--- src/rtl/irq_seq_pkg.sv ---
package irq_seq_pkg;

    typedef enum logic [2:0] {
        ST_IDLE,
        ST_PBANK,
        ST_PCH,
        ST_PCL,
        ST_PSTAT,
        ST_VLO,
        ST_VHI,
        ST_DONE
    } seq_state_e;

    typedef struct packed {
        logic        emu;
        logic        ovr;
        logic [15:0] pc;
        logic [7:0]  bank;
        logic [7:0]  status;
        logic [15:0] ovr_word;
    } irq_ctx_t;

    localparam int STAT_IRQ_BIT = 2;
    localparam int STAT_DEC_BIT = 3;

    function automatic logic [7:0] entry_status(input logic [7:0] s);
        logic [7:0] r;
        r = s;
        r[STAT_DEC_BIT] = 1'b0;
        r[STAT_IRQ_BIT] = 1'b1;
        return r;
    endfunction

    function automatic logic is_push(input seq_state_e s);
        return (s == ST_PBANK) || (s == ST_PCH) || (s == ST_PCL) || (s == ST_PSTAT);
    endfunction

endpackage

--- src/rtl/irq_seq_fsm.sv ---
module irq_seq_fsm
    import irq_seq_pkg::*;
(
    input  logic       clk,
    input  logic       rst,
    input  logic       start,
    input  logic       start_emu,
    input  logic       ctx_ovr,
    output seq_state_e state,
    output seq_state_e next_state
);
    always_comb begin
        next_state = state;
        case (state)
            ST_IDLE:  if (start) next_state = start_emu ? ST_PCH : ST_PBANK;
            ST_PBANK: next_state = ST_PCH;
            ST_PCH:   next_state = ST_PCL;
            ST_PCL:   next_state = ST_PSTAT;
            ST_PSTAT: next_state = ctx_ovr ? ST_DONE : ST_VLO;
            ST_VLO:   next_state = ST_VHI;
            ST_VHI:   next_state = ST_DONE;
            ST_DONE:  next_state = ST_IDLE;
            default:  next_state = ST_IDLE;
        endcase
    end

    always_ff @(posedge clk) begin
        if (rst) state <= ST_IDLE;
        else     state <= next_state;
    end


    done_single_chk: assert property (@(posedge clk) disable iff (rst)
        (state == ST_DONE) |=> (state == ST_IDLE));
endmodule

--- src/rtl/irq_seq_stack.sv ---
module irq_seq_stack
    import irq_seq_pkg::*;
#(
    parameter int         AW         = 16,
    parameter logic [7:0] STACK_PAGE = 8'h01
) (
    input  logic          clk,
    input  logic          rst,
    input  logic          load,
    input  logic          load_emu,
    input  logic [AW-1:0] sp_in,
    input  seq_state_e    state,
    input  irq_ctx_t      ctx,
    output logic          wr_en,
    output logic [AW-1:0] wr_addr,
    output logic [7:0]    wr_data,
    output logic [AW-1:0] sp_now
);
    logic [AW-1:0] sp_q;
    logic [7:0]    low_dec;

    assign low_dec = sp_q[7:0] - 8'd1;
    assign wr_en   = is_push(state);
    assign wr_addr = sp_q;
    assign sp_now  = sp_q;

    always_comb begin
        case (state)
            ST_PBANK: wr_data = ctx.bank;
            ST_PCH:   wr_data = ctx.pc[15:8];
            ST_PCL:   wr_data = ctx.pc[7:0];
            ST_PSTAT: wr_data = ctx.status;
            default:  wr_data = 8'h00;
        endcase
    end

    always_ff @(posedge clk) begin
        if (rst) begin
            sp_q <= '0;
        end else if (load) begin
            sp_q <= load_emu ? {STACK_PAGE, sp_in[7:0]} : sp_in;
        end else if (wr_en) begin
            sp_q <= ctx.emu ? {STACK_PAGE, low_dec} : sp_q - 1'b1;
        end
    end


    emu_page_chk: assert property (@(posedge clk) disable iff (rst)
        (wr_en && ctx.emu) |-> (wr_addr[AW-1:8] == STACK_PAGE));

    push_step_chk: assert property (@(posedge clk) disable iff (rst)
        (wr_en && $past(wr_en)) |-> (wr_addr[7:0] == $past(wr_addr[7:0]) - 8'd1));
endmodule

--- src/rtl/irq_seq_vector.sv ---
module irq_seq_vector
    import irq_seq_pkg::*;
#(
    parameter int            AW         = 16,
    parameter logic [AW-1:0] VEC_NATIVE = 16'hFFEE,
    parameter logic [AW-1:0] VEC_EMU    = 16'hFFFE
) (
    input  logic          clk,
    input  logic          rst,
    input  seq_state_e    state,
    input  irq_ctx_t      ctx,
    input  logic [7:0]    rdata,
    output logic          rd_en,
    output logic [AW-1:0] rd_addr,
    output logic [15:0]   vec_word
);
    logic [AW-1:0] base;
    logic [7:0]    lo_q;

    assign base     = ctx.emu ? VEC_EMU : VEC_NATIVE;
    assign rd_en    = (state == ST_VLO) || (state == ST_VHI);
    assign rd_addr  = (state == ST_VHI) ? base + 1'b1 : base;
    assign vec_word = ctx.ovr ? ctx.ovr_word : {rdata, lo_q};

    always_ff @(posedge clk) begin
        if (rst)                  lo_q <= 8'h00;
        else if (state == ST_VLO) lo_q <= rdata;
    end


    vec_order_chk: assert property (@(posedge clk) disable iff (rst)
        (state == ST_VHI) |-> ($past(rd_en) && rd_addr == $past(rd_addr) + 1'b1));
endmodule

--- src/rtl/irq_entry_seq.sv ---
module irq_entry_seq
    import irq_seq_pkg::*;
#(
    parameter int         AW          = 16,
    parameter int         COST_W      = 4,
    parameter int         OVR_BIT     = 6,
    parameter logic [7:0] STACK_PAGE  = 8'h01,
    parameter logic [AW-1:0] VEC_NATIVE = 16'hFFEE,
    parameter logic [AW-1:0] VEC_EMU    = 16'hFFFE,
    parameter int         COST_NATIVE = 8,
    parameter int         COST_EMU    = 6
) (
    input  logic              clk,
    input  logic              rst,
    input  logic              start,
    input  logic              emu_mode,
    input  logic [15:0]       pc_in,
    input  logic [7:0]        bank_in,
    input  logic [7:0]        status_in,
    input  logic [AW-1:0]     sp_in,
    input  logic              ovr_en,
    input  logic [7:0]        ovr_ctrl,
    input  logic [7:0]        ovr_lo,
    input  logic [7:0]        ovr_hi,
    input  logic [7:0]        mem_rdata,
    output logic              mem_wr_en,
    output logic              mem_rd_en,
    output logic [AW-1:0]     mem_addr,
    output logic [7:0]        mem_wdata,
    output logic              busy,
    output logic              done,
    output logic [15:0]       new_pc,
    output logic [7:0]        new_bank,
    output logic [7:0]        new_status,
    output logic [AW-1:0]     new_sp,
    output logic [COST_W-1:0] cycle_cost
);
    localparam logic [COST_W-1:0] C_NAT = COST_W'(COST_NATIVE);
    localparam logic [COST_W-1:0] C_EMU = COST_W'(COST_EMU);

    seq_state_e    state, next_state;
    irq_ctx_t      ctx;
    logic          accept, finish;
    logic          wr_en, rd_en;
    logic [AW-1:0] wr_addr, rd_addr, sp_now;
    logic [7:0]    wr_data;
    logic [15:0]   vec_word;

    assign accept = (state == ST_IDLE) && start;
    assign finish = (next_state == ST_DONE) && (state != ST_DONE);

    irq_seq_fsm u_fsm (
        .clk(clk), .rst(rst), .start(start), .start_emu(emu_mode),
        .ctx_ovr(ctx.ovr), .state(state), .next_state(next_state)
    );

    irq_seq_stack #(.AW(AW), .STACK_PAGE(STACK_PAGE)) u_stack (
        .clk(clk), .rst(rst), .load(accept), .load_emu(emu_mode), .sp_in(sp_in),
        .state(state), .ctx(ctx), .wr_en(wr_en), .wr_addr(wr_addr),
        .wr_data(wr_data), .sp_now(sp_now)
    );

    irq_seq_vector #(.AW(AW), .VEC_NATIVE(VEC_NATIVE), .VEC_EMU(VEC_EMU)) u_vec (
        .clk(clk), .rst(rst), .state(state), .ctx(ctx), .rdata(mem_rdata),
        .rd_en(rd_en), .rd_addr(rd_addr), .vec_word(vec_word)
    );

    always_ff @(posedge clk) begin
        if (rst) begin
            ctx <= '0;
        end else if (accept) begin
            ctx.emu      <= emu_mode;
            ctx.ovr      <= ovr_en & ovr_ctrl[OVR_BIT];
            ctx.pc       <= pc_in;
            ctx.bank     <= bank_in;
            ctx.status   <= status_in;
            ctx.ovr_word <= {ovr_hi, ovr_lo};
        end
    end

    always_ff @(posedge clk) begin
        if (rst) begin
            new_pc     <= '0;
            new_bank   <= '0;
            new_status <= '0;
            new_sp     <= '0;
            cycle_cost <= '0;
        end else if (finish) begin
            new_pc     <= vec_word;
            new_bank   <= 8'h00;
            new_status <= entry_status(ctx.status);
            new_sp     <= ctx.ovr ? (ctx.emu ? {STACK_PAGE, sp_now[7:0] - 8'd1} : sp_now - 1'b1) : sp_now;
            cycle_cost <= ctx.emu ? C_EMU : C_NAT;
        end
    end

    assign mem_wr_en = wr_en;
    assign mem_rd_en = rd_en;
    assign mem_addr  = wr_en ? wr_addr : rd_addr;
    assign mem_wdata = wr_data;
    assign busy      = (state != ST_IDLE);
    assign done      = (state == ST_DONE);


    one_access_chk: assert property (@(posedge clk) disable iff (rst)
        !(mem_wr_en && mem_rd_en));

    no_read_ovr_chk: assert property (@(posedge clk) disable iff (rst)
        mem_rd_en |-> !ctx.ovr);

    result_flags_chk: assert property (@(posedge clk) disable iff (rst)
        done |-> (new_bank == 8'h00 && new_status[STAT_IRQ_BIT] && !new_status[STAT_DEC_BIT]));

    done_pulse_chk: assert property (@(posedge clk) disable iff (rst)
        done |=> !done);
endmodule

--- config.mk ---
export PLATFORM = sky130hd
export DESIGN_NAME = irq_entry_seq
export DESIGN_NICKNAME = d
export VERILOG_FILES = /design/src/rtl/irq_seq_pkg.sv /design/src/rtl/irq_seq_fsm.sv /design/src/rtl/irq_seq_stack.sv /design/src/rtl/irq_seq_vector.sv /design/src/rtl/irq_entry_seq.sv
export SDC_FILE = /design/constraint.sdc
export NUM_CORES = 1
export LEC_CHECK = 0
export BUFFER_PORTS_ARGS = -buffer_cell sky130_fd_sc_hd__buf_2
export CAP_MARGIN = 15
export CORE_ASPECT_RATIO = 1.75
export CORE_MARGIN = 2
export CORE_UTILIZATION = 55
export CTS_BUF_LIST = sky130_fd_sc_hd__clkbuf_4 sky130_fd_sc_hd__clkbuf_8
export CTS_CLUSTER_SIZE = 25
export DETAILED_ROUTE_END_ITERATION = 7
export GPL_TIMING_DRIVEN = 0
export PLACE_DENSITY = 0.87
export SLEW_MARGIN = 20
export SYNTH_ARGS = -nofsm -noshare
export SYNTH_HDL_FRONTEND = slang
export SYNTH_SLANG_ARGS = --single-unit
--- constraint.sdc ---
create_clock -name clk -period 7 [get_ports clk]
set_clock_uncertainty 0.1 [all_clocks]
set_input_delay 0 -clock clk [delete_from_list [all_inputs] [get_ports clk]]
set_output_delay 0 -clock clk [all_outputs]
set_load 0.01 [all_outputs]
== Word level (Yosys, flattened, before mapping) ==
Cells that the tools add are included.
Operators by class
  reductions and logical operators: 9
  div/mod/pow operators: 0
  bitwise operators: 1
  shifts and indexed selects: 0
  multiplexer cells: 15
  $add $sub $neg: 3
  $mul: 0
  equality and inequality tests: 9
  $lt $le $gt $ge: 0
Operator list (count)
  16-bit two-way mux: 8
  8-bit case mux with 4 select lines: 1
  3-bit case mux with 8 select lines: 1
  16-bit by 1-bit adder with 16-bit output (second input constant): 1
  16-bit by 1-bit subtractor with 16-bit output (second input constant): 1
  3-bit == test (second input constant): 5
  8-bit by 1-bit subtractor with 8-bit output (second input constant): 1
  3-bit by 2-bit == test with 1-bit output (second input constant): 2
  5-bit two-way mux: 1
  1-bit logical OR: 4
  2-bit two-way mux: 2
  4-bit two-way mux: 1
  3-bit by 1-bit == test with 1-bit output (second input constant): 1
  3-bit logical NOT: 1
  3-bit two-way mux: 1
  3-bit != test (second input constant): 1
  3-bit nonzero test: 1
  1-bit logical AND: 2
  2-bit nonzero test: 1
  1-bit AND: 1
Word-level totals
  ROM bits: 0
  output and inout bits: 80
  memories kept: 0
  input port bits: 85
  RAM bits: 0
  latch bits: 0
  register bits after elaboration: 120
  logic and storage cells: 50

== Logic depth before layout (Yosys ltp) ==
  depth after elaboration: 6
  gate-level depth with buffers: 7
  depth with buffers taken out: 6

== Cells and area by module ==
Synthesis repeated with hierarchy kept, for this count alone.
Unflattened totals
  cells, all modules: 720
  area, all modules: 6023.3 um^2
By module, submodules not included
  irq_entry_seq: area an instance 3733.6 um^2, cells an instance 455, sequential area each 1821.7 um^2, times used 1
  irq_seq_stack: area an instance 1378.8 um^2, cells an instance 178, sequential area each 320.3 um^2, times used 1
  irq_seq_vector: area an instance 759.5 um^2, cells an instance 72, sequential area each 160.2 um^2, times used 1
  irq_seq_fsm: area an instance 151.4 um^2, cells an instance 15, sequential area each 60.1 um^2, times used 1

== Worst setup path after synthesis ==
OpenSTA, ideal clock, no wires.
  path kind: reg2reg
  from: register u_stack.sp_q[7], in the netlist u_stack.sp_now[7]
  to: register new_sp[13]
  path slack: 4.483 ns
  period minus slack after synthesis: 2.517 ns
  arrival: 2.326 ns
  data required time: 6.809 ns
  library setup time: 0.091 ns
  stages on the path, launching flop included: 8
  path buffers: 3
  path through: dfxtp_1 > buf_2 > or4_1 > clkbuf_1 > or4_1 > buf_2 > or4_1 > a311oi_1
Between the ends
  word-level cells in the longest chain between the ends: 3
RTL lines
  start: declaration: RTL line irq_seq_stack.sv:19  | logic [AW-1:0] sp_q;
  start signal: assignment: RTL line irq_seq_stack.sv:41  | sp_q <= load_emu ? {STACK_PAGE, sp_in[7:0]} : sp_in;
  start signal: assignment: RTL line irq_seq_stack.sv:43  | sp_q <= ctx.emu ? {STACK_PAGE, low_dec} : sp_q - 1'b1;
  16-bit by 1-bit subtractor with 16-bit output: RTL line irq_entry_seq.sv:92  | new_sp <= ctx.ovr ? (ctx.emu ? {STACK_PAGE, sp_now[7:0] - 8'd1} : sp_now - 1'b1) : sp_now;
  16-bit two-way mux (2 in series): RTL line irq_entry_seq.sv:92
  end signal: assignment: RTL line irq_entry_seq.sv:92
  end: declaration: RTL line irq_entry_seq.sv:35  | output logic [AW-1:0] new_sp,
Every way passes these cells.
A chain may end at the register's enable or synchronous reset.

== Final worst setup path ==
  from: register u_fsm.state[2]
  to: register u_stack.sp_q[9], in the netlist u_stack.sp_now[9]
Between the ends
  word-level cells in the longest chain between the ends: 5
  elaborated cells on any way between the ends: 11
  classes of those cells: eq/ne: 4; mux: 1; reduce/logical: 6
RTL lines
  start: declaration: RTL line irq_seq_fsm.sv:9  | output seq_state_e state,
  start signal: assignment: RTL line irq_seq_fsm.sv:29  | else state <= next_state;
  3-bit by 1-bit == test with 1-bit output or 3-bit by 2-bit == test with 1-bit output (tied branches): RTL line irq_seq_pkg.sv:35  | return (s == ST_PBANK) || (s == ST_PCH) || (s == ST_PCL) || (s == ST_PSTAT);
  1-bit logical OR (3 in series): RTL line irq_seq_pkg.sv:35
  2-bit nonzero test (no line)
Several ways; a longest one is shown, not always the timed one.

==> impl_metrics.json <==
{
  "status": "complete, no violations",
  "synth_seq_cells": 118,
  "required_ns": 7.29,
  "cts_max_path_buffers": 2,
  "cts_hold_buf": 75,
  "relSlewSlack_pct": 36.57,
  "min_from": "sp_in[11]",
  "clock_sinks": 118,
  "max-cap-violations": 0,
  "vias_per_cell": 5.910,
  "ys_seq_area_share_pct": 43.27,
  "ys_warn_count": 0,
  "grt_pass1_wl_um": 30660,
  "leakagePower_nw": 3.089,
  "path_class": "reg2reg",
  "fin_setup_tns_ns": 0,
  "first_pass_iters": 5,
  "cp_max_fo": 10,
  "clockPowerShare_pct": 31.1,
  "fin_cells": 1083,
  "cts.htree.levels": 4,
  "antenna_left": 0,
  "post_cts_resized": 0,
  "period_share_pct": 43.23,
  "reg2reg_depth": 7,
  "power.total_w": 0.001932,
  "synth-main-ff-cell": "dfxtp_1",
  "initial_utilization_pct": 55.76,
  "r2r_setup_slack_ns": 3.97,
  "cpPeakStageDelay_ns": 0.62,
  "max_freq_mhz": 330.5,
  "synth_edf_count": 0,
  "root_buffer": "clkbuf_8",
  "clkLatencyLatePin_ns": 0.45,
  "placed_cells": 976,
  "numCtsBuffers": 17,
  "route.detailed.wl_per_inst_um": 18.13,
  "critPathCaptureType": "flip-flop",
  "path_buf_inv": 3,
  "synth_cell_types": 49,
  "gp_congestion": 0.9445,
  "yosysMostFrequentCell": "nand2_1",
  "die_area_sq_um": 10770,
  "crit_family": "buffers and inverters",
  "die_width_um": 79.31,
  "holdPathStages": 5,
  "drive_gt1_share_pct": 20.48,
  "synth_top_area_share_pct": 43.27,
  "synth_cells": 695,
  "setup_violations": 0,
  "crit_path_top_delay_cell": "o21ai_1",
  "p_int_w": 0.001265,
  "dr.first_iter.drc_count": 691,
  "reg2reg_from": "u_fsm.state[2]$_SDFF_PP0_",
  "hold_viol": 0,
  "startpoint_type": "flip-flop",
  "synthArstFlopShare_pct": 0,
  "cp_data_arrival_time_ns": 3.32,
  "p_seq_share_pct": 40.2,
  "synthTopCellsByArea": "dfxtp_1 (43%), nand2_1 (9.8%), a21oi_1 (7.5%)",
  "worstMarginPinSlew_ns": 0.9382,
  "rows": 48,
  "grt_overflow": 0,
  "coreArea_sq_um": 9789,
  "mappedNetlistArea_sq_um": 5459,
  "io_buffers": 147,
  "pwr-share-comb_pct": 28.6,
  "drcViolationCount": 0,
  "num_vias": 6400,
  "areaGrowthSynthToFinish_pct": 37.68,
  "dpl.hpwl_um": 12340,
  "p_switching_w": 0.0006668,
  "r2r_end": "u_stack.sp_now[9]$_SDFFE_PP0P_",
  "rsz0062_at_grt": "false",
  "max-vdd-ir-drop_v": 0.0001915,
  "place_ws_ns": 4.365,
  "synth_common_cells": "nand2_1 (143), dfxtp_1 (118), a21oi_1 (82), nor2_1 (67), clkbuf_1 (49)",
  "path_clk_slew_ns": 0.07,
  "cts_tree": "done",
  "grt_pass1_vias": 6350,
  "nets": 1031,
  "cts_setup_buffers": 0,
  "cp_cell_sequence": "nor3_1 > inv_1 > o21ai_1 > clkbuf_1 > a21oi_1 > o32ai_1 > dlygate4sd3_1",
  "crit_start": "u_fsm.state[2]$_SDFF_PP0_",
  "worstHoldEndpoint": "u_stack.sp_now[11]$_SDFFE_PP0P_",
  "powerDensity_nw_per_um2": 257.1,
  "grt_use_total_pct": 37.27,
  "setup_slack_ns": 3.974,
  "drv_slew": 0,
  "grt_max_degree": 17,
  "ios": 165,
  "die_y_um": 135.8,
  "yosysTopAreaCell": "dfxtp_1",
  "antenna_found_initial": 1,
  "hold_class": "in2reg",
  "syn_area_per_cell_sq_um": 7.855,
  "fin_crit_ns": 3.026,
  "wl_um": 19640,
  "sw_frac_of_total_pct": 34.51
}
-- cell usage in the layout (no fill, tap or decap), types with 14 or more instances in the layout --
cell type,synthesis,final
o21ai_0,16,16
a21oi_1,82,82
buf_2,3,150
nand2_1,143,143
or3_1,14,14
clkbuf_8,0,20
clkbuf_1,49,49
nor2_1,67,67
dlygate4sd3_1,0,75
dfxtp_1,118,118
a211oi_1,29,29
mux2i_1,35,35
-- how the worst max path moves through the flow --
stage	slack, ns	endpoint	cells past startpoint
after global placement	4.40	new_sp[13]$_SDFFE_PP0P_	7
after CTS	4.13	u_stack.sp_now[9]$_SDFFE_PP0P_	7
after floorplan	4.48	new_sp[13]$_SDFFE_PP0P_	7
final	3.97	u_stack.sp_now[9]$_SDFFE_PP0P_	7
after detailed placement	4.36	new_sp[13]$_SDFFE_PP0P_	7
after global routing	3.87	u_stack.sp_now[9]$_SDFFE_PP0P_	7
-- worst min-delay path, delay by kind of cell --
kind	cells	cell delay, ns
and+or+nand+nor	2	0.27
AOI/OAI and AO/OA	2	0.22
buffers and inverters	1	0.09
-- state kept, by name, summed over array words and instances, names as in the netlist --
register / flops
ctx: 50
cycle_cost: 2
u_stack.sp_now: 16
new_status: 7
new_sp: 16
new_pc: 16
u_vec.lo_q: 8
u_fsm.state: 3
-- power by group through the flow --
stage | sequential (W) | clock, W | combinational [W]
floorplan | 0.000776 | 0 | 0.000340
global placement | 0.000787 | 0 | 0.000485
detailed placement | 0.000789 | 0 | 0.000494
CTS | 0.000773 | 0.000596 | 0.000531
global route | 0.000783 | 0.000623 | 0.000596
finish | 0.000778 | 0.000602 | 0.000553
-- layout make-up --
cell class	count	area [sq um]
Fill cell	680	2273
Sequential cell	118	2362
Buffer	70	307.8
Tap cell	125	156.4
Inverter	11	41.29
Antenna cell	1	2.502
Multi-Input combinational cell	505	2781
Timing Repair Buffer	222	1486
Clock buffer	24	305.3
Clock inverter	7	72.57
-- per-layer routing --
layer,global-route usage (%),vias up,share of wire (%)
met5,0,-,0
met4,25.67,0,6.4
met3,8.533,105,8.5
met2,64.60,448,51
met1,39.23,2935,35
li1,-,2912,-
-- through the flow --
step           hold WS [ns]  area [sq um]  utilization, %
2_1_floorplan       0.03596          5493               -
3_3_place_gp         0.1423          6385           65.22
3_5_place_dp         0.1463          6385           65.22
4_1_cts             0.06833          7513           76.75
5_1_grt              0.1329          7516           76.78
6_report            0.08766          7516           76.78
-- cell families (layout without fill, tap and decap cells) --
kind of cell,after synthesis,in the layout,share of synthesized area (%)
DFF,118,118,43.27
adders and majority gates,1,1,0.2292
buffers and inverters,81,334,6.395
other,1,11,0.06869
muxes,35,35,6.418
AOI/OAI and AO/OA,173,173,19.69
xor gates and xnor gates,9,9,1.444
and+or+nand+nor,277,277,22.48
Note: power is estimated with default switching activity, not from simulation.
